[config.mk]
export PLATFORM = sky130hd
export DESIGN_NAME = sidx_agen
export DESIGN_NICKNAME = d
export VERILOG_FILES = /design/src/rtl/agen_pkg.sv /design/src/rtl/agen_scale.sv /design/src/rtl/agen_base.sv /design/src/rtl/agen_form.sv /design/src/rtl/sidx_agen.sv
export SDC_FILE = /design/constraint.sdc
export NUM_CORES = 1
export LEC_CHECK = 0
export BUFFER_PORTS_ARGS = -buffer_cell sky130_fd_sc_hd__clkbuf_2
export CAP_MARGIN = 0
export CORE_ASPECT_RATIO = 0.8
export CORE_MARGIN = 1.5
export CORE_UTILIZATION = 50
export DETAILED_ROUTE_END_ITERATION = 6
export PLACE_DENSITY_LB_ADDON = 0.1
export SETUP_SLACK_MARGIN = 0.05
export SLEW_MARGIN = 20
export SYNTH_ARGS = -nofsm -noshare
export SYNTH_HDL_FRONTEND = slang
export SYNTH_SLANG_ARGS = --single-unit
[constraint.sdc]
create_clock -name clk -period 9.4 [get_ports clk]
set_clock_uncertainty 0.15 [all_clocks]
set_input_delay 1.41 -clock clk [delete_from_list [all_inputs] [get_ports clk]]
set_output_delay 1.41 -clock clk [all_outputs]
set_load 0.01 [all_outputs]
[src/rtl/agen_pkg.sv]
package agen_pkg;

    typedef enum logic {
        FORM_PLAIN = 1'b0,
        FORM_UPD   = 1'b1
    } form_kind_e;

    typedef struct packed {
        logic wb_ok;
        logic bad;
    } form_res_t;

    localparam int SCALE_W    = 2;
    localparam int SCALE_OPTS = 1 << SCALE_W;

    // number of bit positions the index moves for a given scale field
    function automatic int shift_of(input logic [SCALE_W-1:0] sc);
        return int'(sc) + 1;
    endfunction

endpackage

[src/rtl/agen_scale.sv]
module agen_scale
    import agen_pkg::*;
#(
    parameter int XLEN = 64
) (
    input  logic [XLEN-1:0]    idx_i,
    input  logic [SCALE_W-1:0] sc_i,
    output logic [XLEN-1:0]    scaled_o
);
    logic [XLEN-1:0] opts [SCALE_OPTS];

    for (genvar s = 0; s < SCALE_OPTS; s++) begin : g_opt
        assign opts[s] = idx_i << shift_of(SCALE_W'(s));
    end

    assign scaled_o = opts[sc_i];
endmodule

[src/rtl/agen_base.sv]
module agen_base
    import agen_pkg::*;
#(
    parameter int XLEN   = 64,
    parameter int RSEL_W = 5
) (
    input  logic [XLEN-1:0]   base_i,
    input  logic [RSEL_W-1:0] sel_i,
    input  form_kind_e        kind_i,
    output logic [XLEN-1:0]   term_o
);
    logic zero_reg;
    assign zero_reg = (sel_i == '0);

    always_comb begin
        if (kind_i == FORM_PLAIN && zero_reg) term_o = '0;
        else                                  term_o = base_i;
    end
endmodule

[src/rtl/agen_form.sv]
module agen_form
    import agen_pkg::*;
#(
    parameter int RSEL_W = 5
) (
    input  logic [RSEL_W-1:0] base_sel_i,
    input  logic [RSEL_W-1:0] tgt_sel_i,
    input  form_kind_e        kind_i,
    output form_res_t         res_o
);
    logic clash;
    assign clash = (base_sel_i == '0) || (base_sel_i == tgt_sel_i);

    always_comb begin
        res_o = '0;
        if (kind_i == FORM_UPD) begin
            res_o.bad   = clash;
            res_o.wb_ok = !clash;
        end
    end

    always_comb begin
        AST_FORM_EXCL: assert (!(res_o.bad && res_o.wb_ok));
    end
endmodule

[src/rtl/sidx_agen.sv]
module sidx_agen
    import agen_pkg::*;
#(
    parameter int XLEN   = 64,
    parameter int RSEL_W = 5
) (
    input  logic              clk,
    input  logic              rst,
    input  logic              in_valid_i,
    input  logic [XLEN-1:0]   base_i,
    input  logic [XLEN-1:0]   index_i,
    input  logic [RSEL_W-1:0] base_sel_i,
    input  logic [RSEL_W-1:0] tgt_sel_i,
    input  logic [1:0]        scale_i,
    input  logic              upd_i,
    output logic              out_valid_o,
    output logic [XLEN-1:0]   ea_o,
    output logic              wb_en_o,
    output logic [RSEL_W-1:0] wb_sel_o,
    output logic              bad_form_o
);
    form_kind_e      kind;
    logic [XLEN-1:0] scaled;
    logic [XLEN-1:0] term;
    logic [XLEN-1:0] sum;
    form_res_t       form;

    assign kind = upd_i ? FORM_UPD : FORM_PLAIN;

    agen_scale #(.XLEN(XLEN)) u_scale (
        .idx_i    (index_i),
        .sc_i     (scale_i),
        .scaled_o (scaled)
    );

    agen_base #(.XLEN(XLEN), .RSEL_W(RSEL_W)) u_base (
        .base_i (base_i),
        .sel_i  (base_sel_i),
        .kind_i (kind),
        .term_o (term)
    );

    agen_form #(.RSEL_W(RSEL_W)) u_form (
        .base_sel_i (base_sel_i),
        .tgt_sel_i  (tgt_sel_i),
        .kind_i     (kind),
        .res_o      (form)
    );

    assign sum = term + scaled;

    always_ff @(posedge clk) begin
        if (rst) begin
            out_valid_o <= 1'b0;
            ea_o        <= '0;
            wb_en_o     <= 1'b0;
            wb_sel_o    <= '0;
            bad_form_o  <= 1'b0;
        end else begin
            out_valid_o <= in_valid_i;
            ea_o        <= in_valid_i ? sum : '0;
            wb_en_o     <= in_valid_i && form.wb_ok;
            wb_sel_o    <= in_valid_i ? base_sel_i : '0;
            bad_form_o  <= in_valid_i && form.bad;
        end
    end

    AST_WB_NOT_BAD: assert property (@(posedge clk) disable iff (rst)
        wb_en_o |-> !bad_form_o);
    AST_IDLE_QUIET: assert property (@(posedge clk) disable iff (rst)
        !out_valid_o |-> (!wb_en_o && !bad_form_o && ea_o == '0));
    AST_UPD_ZERO_BAD: assert property (@(posedge clk) disable iff (rst)
        $past(!rst && in_valid_i && upd_i && base_sel_i == '0) |-> bad_form_o);
    AST_UPD_SAME_BAD: assert property (@(posedge clk) disable iff (rst)
        $past(!rst && in_valid_i && upd_i && base_sel_i == tgt_sel_i) |-> bad_form_o);
    AST_PLAIN_NO_WB: assert property (@(posedge clk) disable iff (rst)
        $past(!rst && in_valid_i && !upd_i) |-> (!wb_en_o && !bad_form_o));
    AST_PLAIN_ZERO_BASE: assert property (@(posedge clk) disable iff (rst)
        $past(!rst && in_valid_i && !upd_i && base_sel_i == '0 && scale_i == 2'd0)
        |-> ea_o == ($past(index_i) << 1));
    AST_VALID_FOLLOWS: assert property (@(posedge clk) disable iff (rst)
        $past(!rst) |-> out_valid_o == $past(in_valid_i));
endmodule

After elaboration in Yosys (flattened, before gate mapping)
Index checks and enable logic that the tools add are counted.

cells by class
  $add $sub $neg = 1
  $lt $le $gt $ge = 1
  equal/unequal tests = 1
  muxes and demuxes = 6
  bitwise logic cells = 3
  reduce and logical (&&, ||, !) cells = 7

operator list
  kind                number
  $mux 64             3
  $bmux 64 s2         1
  $add 64x64->64      1
  $eq 5x5->1          1
  $logic_not 5->1     1
  $ge 3x3->1 const B  1
  $logic_and 1x1->1   3
  $not 2->3           1
  $mux 2              1
  $not 1->1           2
  $reduce_or 2->1     1
  $logic_not 1->1     1
  $logic_or 1x1->1    1
  $mux 1              1

storage, ports and cells
  flip-flop bits (word level) = 72
  input bits = 144
  word-level logic and storage cells = 24

Longest topological paths before layout
Gate-level depths: netlist (run 1).

  depth in word-level cells = 5
  gate-level depth with buffers = 15
  gate-level depth less buffers = 14

Hierarchy
A second synthesis (run 1) with hierarchy kept.

unflattened totals
  cells, all modules = 969
  area total of the unflattened synthesis = 8000.2 µm²

modules (own cells, without submodules)
  module      instances  cells an instance  area an instance (µm²)  sequential area each (µm²)
  sidx_agen   1          736                5918.2                  1441.4
  agen_scale  1          141                1433.9                  0.0
  agen_base   1          78                 558.0                   0.0
  agen_form   1          14                 90.1                    0.0

Least setup slack after synthesis (run 1)
No wires, ideal clock.

  path kind = input port to flip-flop
  start point = in scale_i[0]
  end point = reg ea_o[45]
  setup time = 0.072 ns
  arrival = 5.150 ns
  data required time = 9.178 ns
  slack = 4.028 ns
  stages = 13
  path buffers = 2
  cell sequence = buf_1 -> buf_1 -> mux4_2 -> ha_1 -> a21o_1 -> a21o_1 -> a21o_1 -> a221oi_1 -> o21ai_1 -> a311oi_2 -> o21bai_1 -> a21oi_1 -> mux2i_1

between the ends
  cells in the longest elaborated chain, start to end = 5

RTL lines
  element                                     line              text
  from (decl)                                 sidx_agen.sv:14   input logic [1:0] scale_i,
  $not 2->3 (implied by the code)             agen_scale.sv:16  assign scaled_o = opts[sc_i];
  $bmux 64 s2                                 agen_scale.sv:16
  $mux 64 (implied by the code) (2 in a row)  agen_scale.sv:16
  $add 64x64->64                              sidx_agen.sv:50   assign sum = term + scaled;
  to (signal assigned)                        sidx_agen.sv:61   ea_o <= in_valid_i ? sum : '0;
  to (decl)                                   sidx_agen.sv:17   output logic [XLEN-1:0] ea_o,

Every way passes these cells. The select of a mux whose other input is x is not followed.
A chain may end at the register's enable or synchronous reset.

Final worst setup path (run 1)
Ends and elaborated chain as after synthesis.

==> summary.md, run 1 <==
| Metric | Value |
|---|---|
| CP max-delay cell | a311oi_2 |
| Worst-path cell chain | buf_4 > buf_4 > mux4_2 > ha_1 > a21o_1 > a21o_1 > a21o_1 > a221oi_1 > o21ai_1 > a311oi_2 > o21bai_1 > a21oi_1 > mux2i_1 |
| Post-route setup TNS | 0 ps |
| Final core utilization | 60.9% |
| Dominant synthesized flop cell | dfxtp_1 |
| Clk slew on worst S/H paths | 60 ps |
| Hold_ws | 1110 ps |
| Max cap viols | 0 |
| Antenna cells | 0 |
| Hold crit path type | in2reg |
| Register bit count reported by yosys | 72 |
| Slew headroom | 40.5% |
| Drt drc | 0 |
| Hold Violations, Final | 0 |
| Total CTS buffers | 9 |
| Pin count of the biggest net entering global routing | 58 |
| Max IR drop VDD | 0.0839 mV |
| IO buf count | 214 |
| HPWL Detailed | 17000 um |
| Antenna violations before repair | 0 |
| Setup Buffers After CTS | 0 |
| Die area | 15900 um2 |
| DRT antenna net count | 0 |
| Final min period | 5920 ps |
| Setup violators final | 0 |
| Worst Setup End Kind | flop |
| Non-filler cells in the finished layout | 1263 |
| TritonCTS clock tree | built |
| Vias per cell | 5.86 |
| CP Launch Type | input pin |
| Leakage Power | 4.12 nW |
| Aggregate routed wire length | 21400 um |
| Hold path cells | 3 |
| Mapped Nets | 1102 |
| Top Ports | 216 |
| Register area | 1440 um2 |
| Area Overhead vs Synth | 19.6% |
| Layout cells sized above 1 | 29.1% |
| Unrepaired setup endpoints after global routing | no |
| Final number of max-transition violations | 0 |
| Die Height | 113 um |
| Placed insts | 1247 |
| Mean Syn Cell Area | 8.49 um2 |
| Worst EP required | 9510 ps |
| Filler cells | 1368 |
| Max Freq | 169 MHz |
| Crit path max fanout | 33 |
| CP delay by family, top | compound AO/OA/AOI/OAI gates |
| Vias in the first global route | 6611 |
| Final worst-path cycle share | 63.0% |
| Tot GR Track Use | 26.7% |
| Root Buffer | clkbuf_16 |
| EDFF count, synth | 0 |
| WL/cell | 16.9 um |
| Post-synthesis instance total | 895 |
| Vias | 7402 |
| Ys async rst share | 0% |
| Core Area | 14900 um2 |
| H-tree depth | 3 |
| Count of cell types in the netlist | 66 |
| Mapped cell area | 7600 um2 |
| Cts repair resizes | 0 |
| Initial detailed-routing violation count | 608 |
| Slew of the pin with the lowest slew margin | 891 ps |
| CTS Sinks | 72 |
| Sequential area share after synthesis | 19.0% |
| First-pass GRT wire length | 33600 um |
| Cts hold-fix bufs | 0 |
| Crit path kind | in2reg |
| Overflow after GRT | 0 |
| Routability cong. | 0.927 |
| Total power | 1.36 mW |
| Core Rows | 40 |
| Crit-path max cell delay | 660 ps |
| Pre-antenna DRT Iters | 5 |
| HP Start | base_i[0] |
| Starting Density | 50.9% |
| Deepest clock path buffer count | 2 |
| Critical Path AT | 6030 ps |
| Most used cell along the critical path | a21o_1 |
| Area of the multi-input gates | 5880 um2 |
| Synth warn | 0 |
| Crit path buf inv count | 2 |
| Hold Path End | ea_o[0] |
| Power density over the cells | 150 nW/um2 |
| Nets | 1276 |
| Die W | 141 um |
| Status | completed |
## through the flow
stage / instance area, um2 / setup WS, ps
global placement: 8740 / 3190
floorplan: 7600 / 4030
global route: 9090 / 3120
finish: 9090 / 3480
detailed placement: 8740 / 3140
CTS: 9090 / 3470
## placed cells by master (no fill, tap or decap), types with 7 or more instances in the layout
master / n
a211oi_1: 7
nor2b_1: 67
and2_1: 11
nand4_1: 23
nor2_1: 83
nor3_1: 26
xor2_1: 20
clkbuf_16: 9
xnor2_1: 31
o21ai_0: 35
a21o_1: 39
clkbuf_2: 213
inv_1: 17
buf_4: 7
dfxtp_1: 72
a21oi_1: 75
mux2i_1: 8
ha_1: 62
nand2_1: 70
nand3_1: 17
o21bai_1: 20
mux4_2: 59
## logic make-up (layout without fill, tap and decap cells)
group | count (synthesis) | in the layout | share of synthesized area [%]
AND/OR/NAND/NOR | 336 | 336 | 22.4
AO/OA/AOI/OAI | 232 | 232 | 19.9
buffers and inverters | 74 | 253 | 3.74
flip-flops | 72 | 72 | 19.0
multiplexers | 67 | 67 | 18.5
adder cells (fa/ha/maj) | 63 | 63 | 10.5
XOR/XNOR | 51 | 51 | 5.88
## layer usage
metal	routed length [um]	track usage, %	vias to the layer above
met1	10300	39.5	3391
li1	-	-	3668
met3	1710	5.97	25
met2	9030	39.3	318
met5	0	0	-
met4	312	6.53	0
## how the worst max path moves through the flow
| stage | end | cells past startpoint | startpoint | slack [ps] |
|---|---|---|---|---|
| floorplan | ea_o[45] | 13 | scale_i[0] | 4030 |
| global placement | ea_o[45] | 13 | scale_i[0] | 3190 |
| detailed placement | ea_o[45] | 13 | scale_i[0] | 3140 |
| CTS | ea_o[45] | 13 | scale_i[0] | 3470 |
| global route | ea_o[45] | 13 | scale_i[0] | 3120 |
| finish | ea_o[45] | 13 | scale_i[0] | 3480 |
## cell type report
type	instances	share of cell area [%]
clock inverters	7	1.32
inverters	17	0.702
clock buffers	9	2.48
flip-flops and latches	72	15.9
repair buffers	220	12.3
multi-input cells	749	64.7
well taps	189	2.60
## flip-flops by register name (all words and copies together) (netlist names)
name,cells
out_valid_o,1
wb_en_o,1
bad_form_o,1
ea_o,64
wb_sel_o,5
## synth_stat cells, types with 10 or more instances
| cell | instances | area, um2 |
|---|---|---|
| nor2_1 | 83 | 312 |
| a21oi_1 | 75 | 375 |
| dfxtp_1 | 72 | 1440 |
| nand2_1 | 70 | 263 |
| nor2b_1 | 67 | 419 |
| ha_1 | 62 | 776 |
| mux4_2 | 59 | 1330 |
| clkbuf_1 | 42 | 158 |
| a21o_1 | 39 | 293 |
| o21ai_0 | 35 | 175 |
| xnor2_1 | 31 | 272 |
| nor3_1 | 26 | 130 |
| nand4_1 | 23 | 144 |
| o21bai_1 | 20 | 150 |
| xor2_1 | 20 | 175 |
| inv_1 | 17 | 63.8 |
| nand3_1 | 17 | 85.1 |
| and2_1 | 11 | 68.8 |
| buf_1 | 10 | 37.5 |
## report_power, final
part | leakage [nW] | total [mW] | internal, mW | switching [mW]
registers | 0.592 | 0.346 | 0.337 | 0.00878
clock network | 0.166 | 0.399 | 0.259 | 0.140
logic | 3.36 | 0.618 | 0.267 | 0.351
Power figures use the tool's default switching activity.
==> run 2, diff against run 1 <==
==> constraint.sdc (replaced) <==
create_clock -name clk -period 5.75 [get_ports clk]
set_clock_uncertainty 0.15 [all_clocks]
set_input_delay 0.8625 -clock clk [delete_from_list [all_inputs] [get_ports clk]]
set_output_delay 0.8625 -clock clk [all_outputs]
set_load 0.01 [all_outputs]
==> run 2 against run 1 <==
Effect of this change: utilization is 0.29 points higher; largest power group unchanged; clock power grew 55%; first-iteration DRC count fell by 19%; via count is 0.58% higher; hold slack got worse by 560 ps; die area unchanged; sequential power grew 64%; highest routed layer unchanged.
==> summary.md, run 2 (synthesized netlist as in run 1, its figures left out) <==
| Metric | Value |
|---|---|
| Status | completed |
| Post-route worst setup slack | 890 ps |
| Area post-placement | 8800 um2 |
| Hold Violations, Final | 0 |
| Clk pwr share | 28.1% |
| Power density over the cells | 242 nW/um2 |
| Setup Buffers After CTS | 0 |
| Largest register by flop count | ea_o |
| Critical Path AT | 4990 ps |
| Setup violators final | 0 |
| Worst slack at placement | 596 ps |
| TritonCTS clock tree | built |
| Clk slew on worst S/H paths | 60 ps |
| Core Area | 14900 um2 |
| WL/cell | 16.9 um |
| Die Height | 113 um |
| HP Start | base_i[0] |
| Commonest non-fill, non-tap cell in the layout | clkbuf_2 |
| Hold path cells | 3 |
| Aggregate routed wire length | 21400 um |
| Crit path kind | in2reg |
| Final worst-path cycle share | 84.5% |
| P_sw | 0.821 mW |
| Max Freq | 206 MHz |
| Unrepaired setup endpoints after global routing | no |
| H-tree depth | 3 |
| Final min period | 4860 ps |
| Deepest clock path buffer count | 2 |
| DRT antenna net count | 0 |
| Max IR drop VDD | 0.131 mV |
| Worst EP required | 5880 ps |
| Initial detailed-routing violation count | 490 |
| Pint | 1.38 mW |
| Final number of max-transition violations | 0 |
| Die area | 15900 um2 |
| Vias | 7445 |
| Vias in the first global route | 6637 |
| Cts repair resizes | 0 |
| Slew headroom | 49.1% |
| Drt drc | 0 |
| Nets | 1282 |
| Pin count of the biggest net entering global routing | 58 |
| Antenna cells | 0 |
| Vias per cell | 5.87 |
| Comb power frac | 46.2% |
| Pre-antenna DRT Iters | 7 |
| Crit path max fanout | 32 |
| Worst Setup End Kind | flop |
| HPWL Detailed | 17400 um |
| Post-route setup TNS | 0 ps |
| Hold Path End | ea_o[0] |
| Final instance area | 9130 um2 |
| Antenna violations before repair | 0 |
| Max cap viols | 0 |
| Leakage Power | 4.14 nW |
| First-pass GRT wire length | 34000 um |
| Slew of the pin with the lowest slew margin | 763 ps |
| Max FFs per register | 64 |
| Sequential Power Share | 25.7% |
| Overflow after GRT | 0 |
| IO buf count | 214 |
| Top Ports | 216 |
| Starting Density | 50.9% |
| Root Buffer | clkbuf_16 |
| Total CTS buffers | 9 |
| Tot GR Track Use | 26.9% |
| CTS Sinks | 72 |
| Area Overhead vs Synth | 20.2% |
| Commonest non-fill, non-tap cells in the layout | clkbuf_2, nor2_1, a21oi_1 |
| Switch share | 37.2% |
| Layout cells sized above 1 | 29.4% |
| Die W | 141 um |
| Largest regs | ea_o x64, wb_sel_o x5 |
| Hold crit path type | in2reg |
| Core Rows | 40 |
| CP Launch Type | input pin |
| Cts hold-fix bufs | 0 |
| Routability cong. | 0.950 |
run 2: worst max-delay path by stage:
stage | cells after the start | from | endpoint | slack (ps)
floorplan | 13 | scale_i[0] | ea_o[45] | 930
finish | 16 | base_sel_i[2] | ea_o[47] | 890
global placement | 16 | base_sel_i[2] | ea_o[48] | 600
CTS | 16 | base_sel_i[2] | ea_o[48] | 940
global route | 16 | base_sel_i[2] | ea_o[48] | 660
detailed placement | 16 | base_sel_i[2] | ea_o[48] | 600
run 2: metrics by stage:
| stage | hold slack, ps | util (%) | instances | power, mW |
|---|---|---|---|---|
| after floorplan | 826 | - | 895 | 1.29 |
| after global placement | 918 | 59.0 | 1253 | 1.58 |
| final | 557 | 61.2 | 1269 | 2.21 |
| after detailed placement | 921 | 59.0 | 1253 | 1.58 |
| after CTS | 552 | 61.2 | 1269 | 2.21 |
| after global routing | 564 | 61.2 | 1269 | 2.34 |
run 2: power groups by stage:
stage | combinational [mW] | clock, mW | sequential (mW)
after global routing | 1.12 | 0.653 | 0.569
after global placement | 0.999 | 0 | 0.576
after CTS | 1.01 | 0.631 | 0.566
after detailed placement | 1.00 | 0 | 0.577
final | 1.02 | 0.620 | 0.566
after floorplan | 0.692 | 0 | 0.603
run 2: worst max-delay path, cell delays in order:
cell and delay, ps:
clkbuf_2 100, or4_1 590, nor3_4 270, buf_4 380, nor2b_1 90, ha_1 370, a21o_1 190, a21oi_1 180
a21oi_1 130, a31oi_1 240, a31oi_1 190, nor4_2 610, buf_4 250, nor3_1 60, o21ai_0 270, mux2i_1 200
run 2: area by class of cell:
class	count	area, um2
Sequential cell	72	1440
Clock inverter	6	92.6
Multi-Input combinational cell	749	5880
Clock buffer	10	239
Inverter	17	63.8
Tap cell	189	236
Fill cell	1385	5780
Timing Repair Buffer	226	1180
run 2: per-layer routing:
layer	global-route usage, %	vias up	routed length [um]
met4	6.67	0	293
met5	0	-	0
met3	4.82	26	1730
met2	39.5	305	9060
met1	40.7	3425	10400
li1	-	3689	-
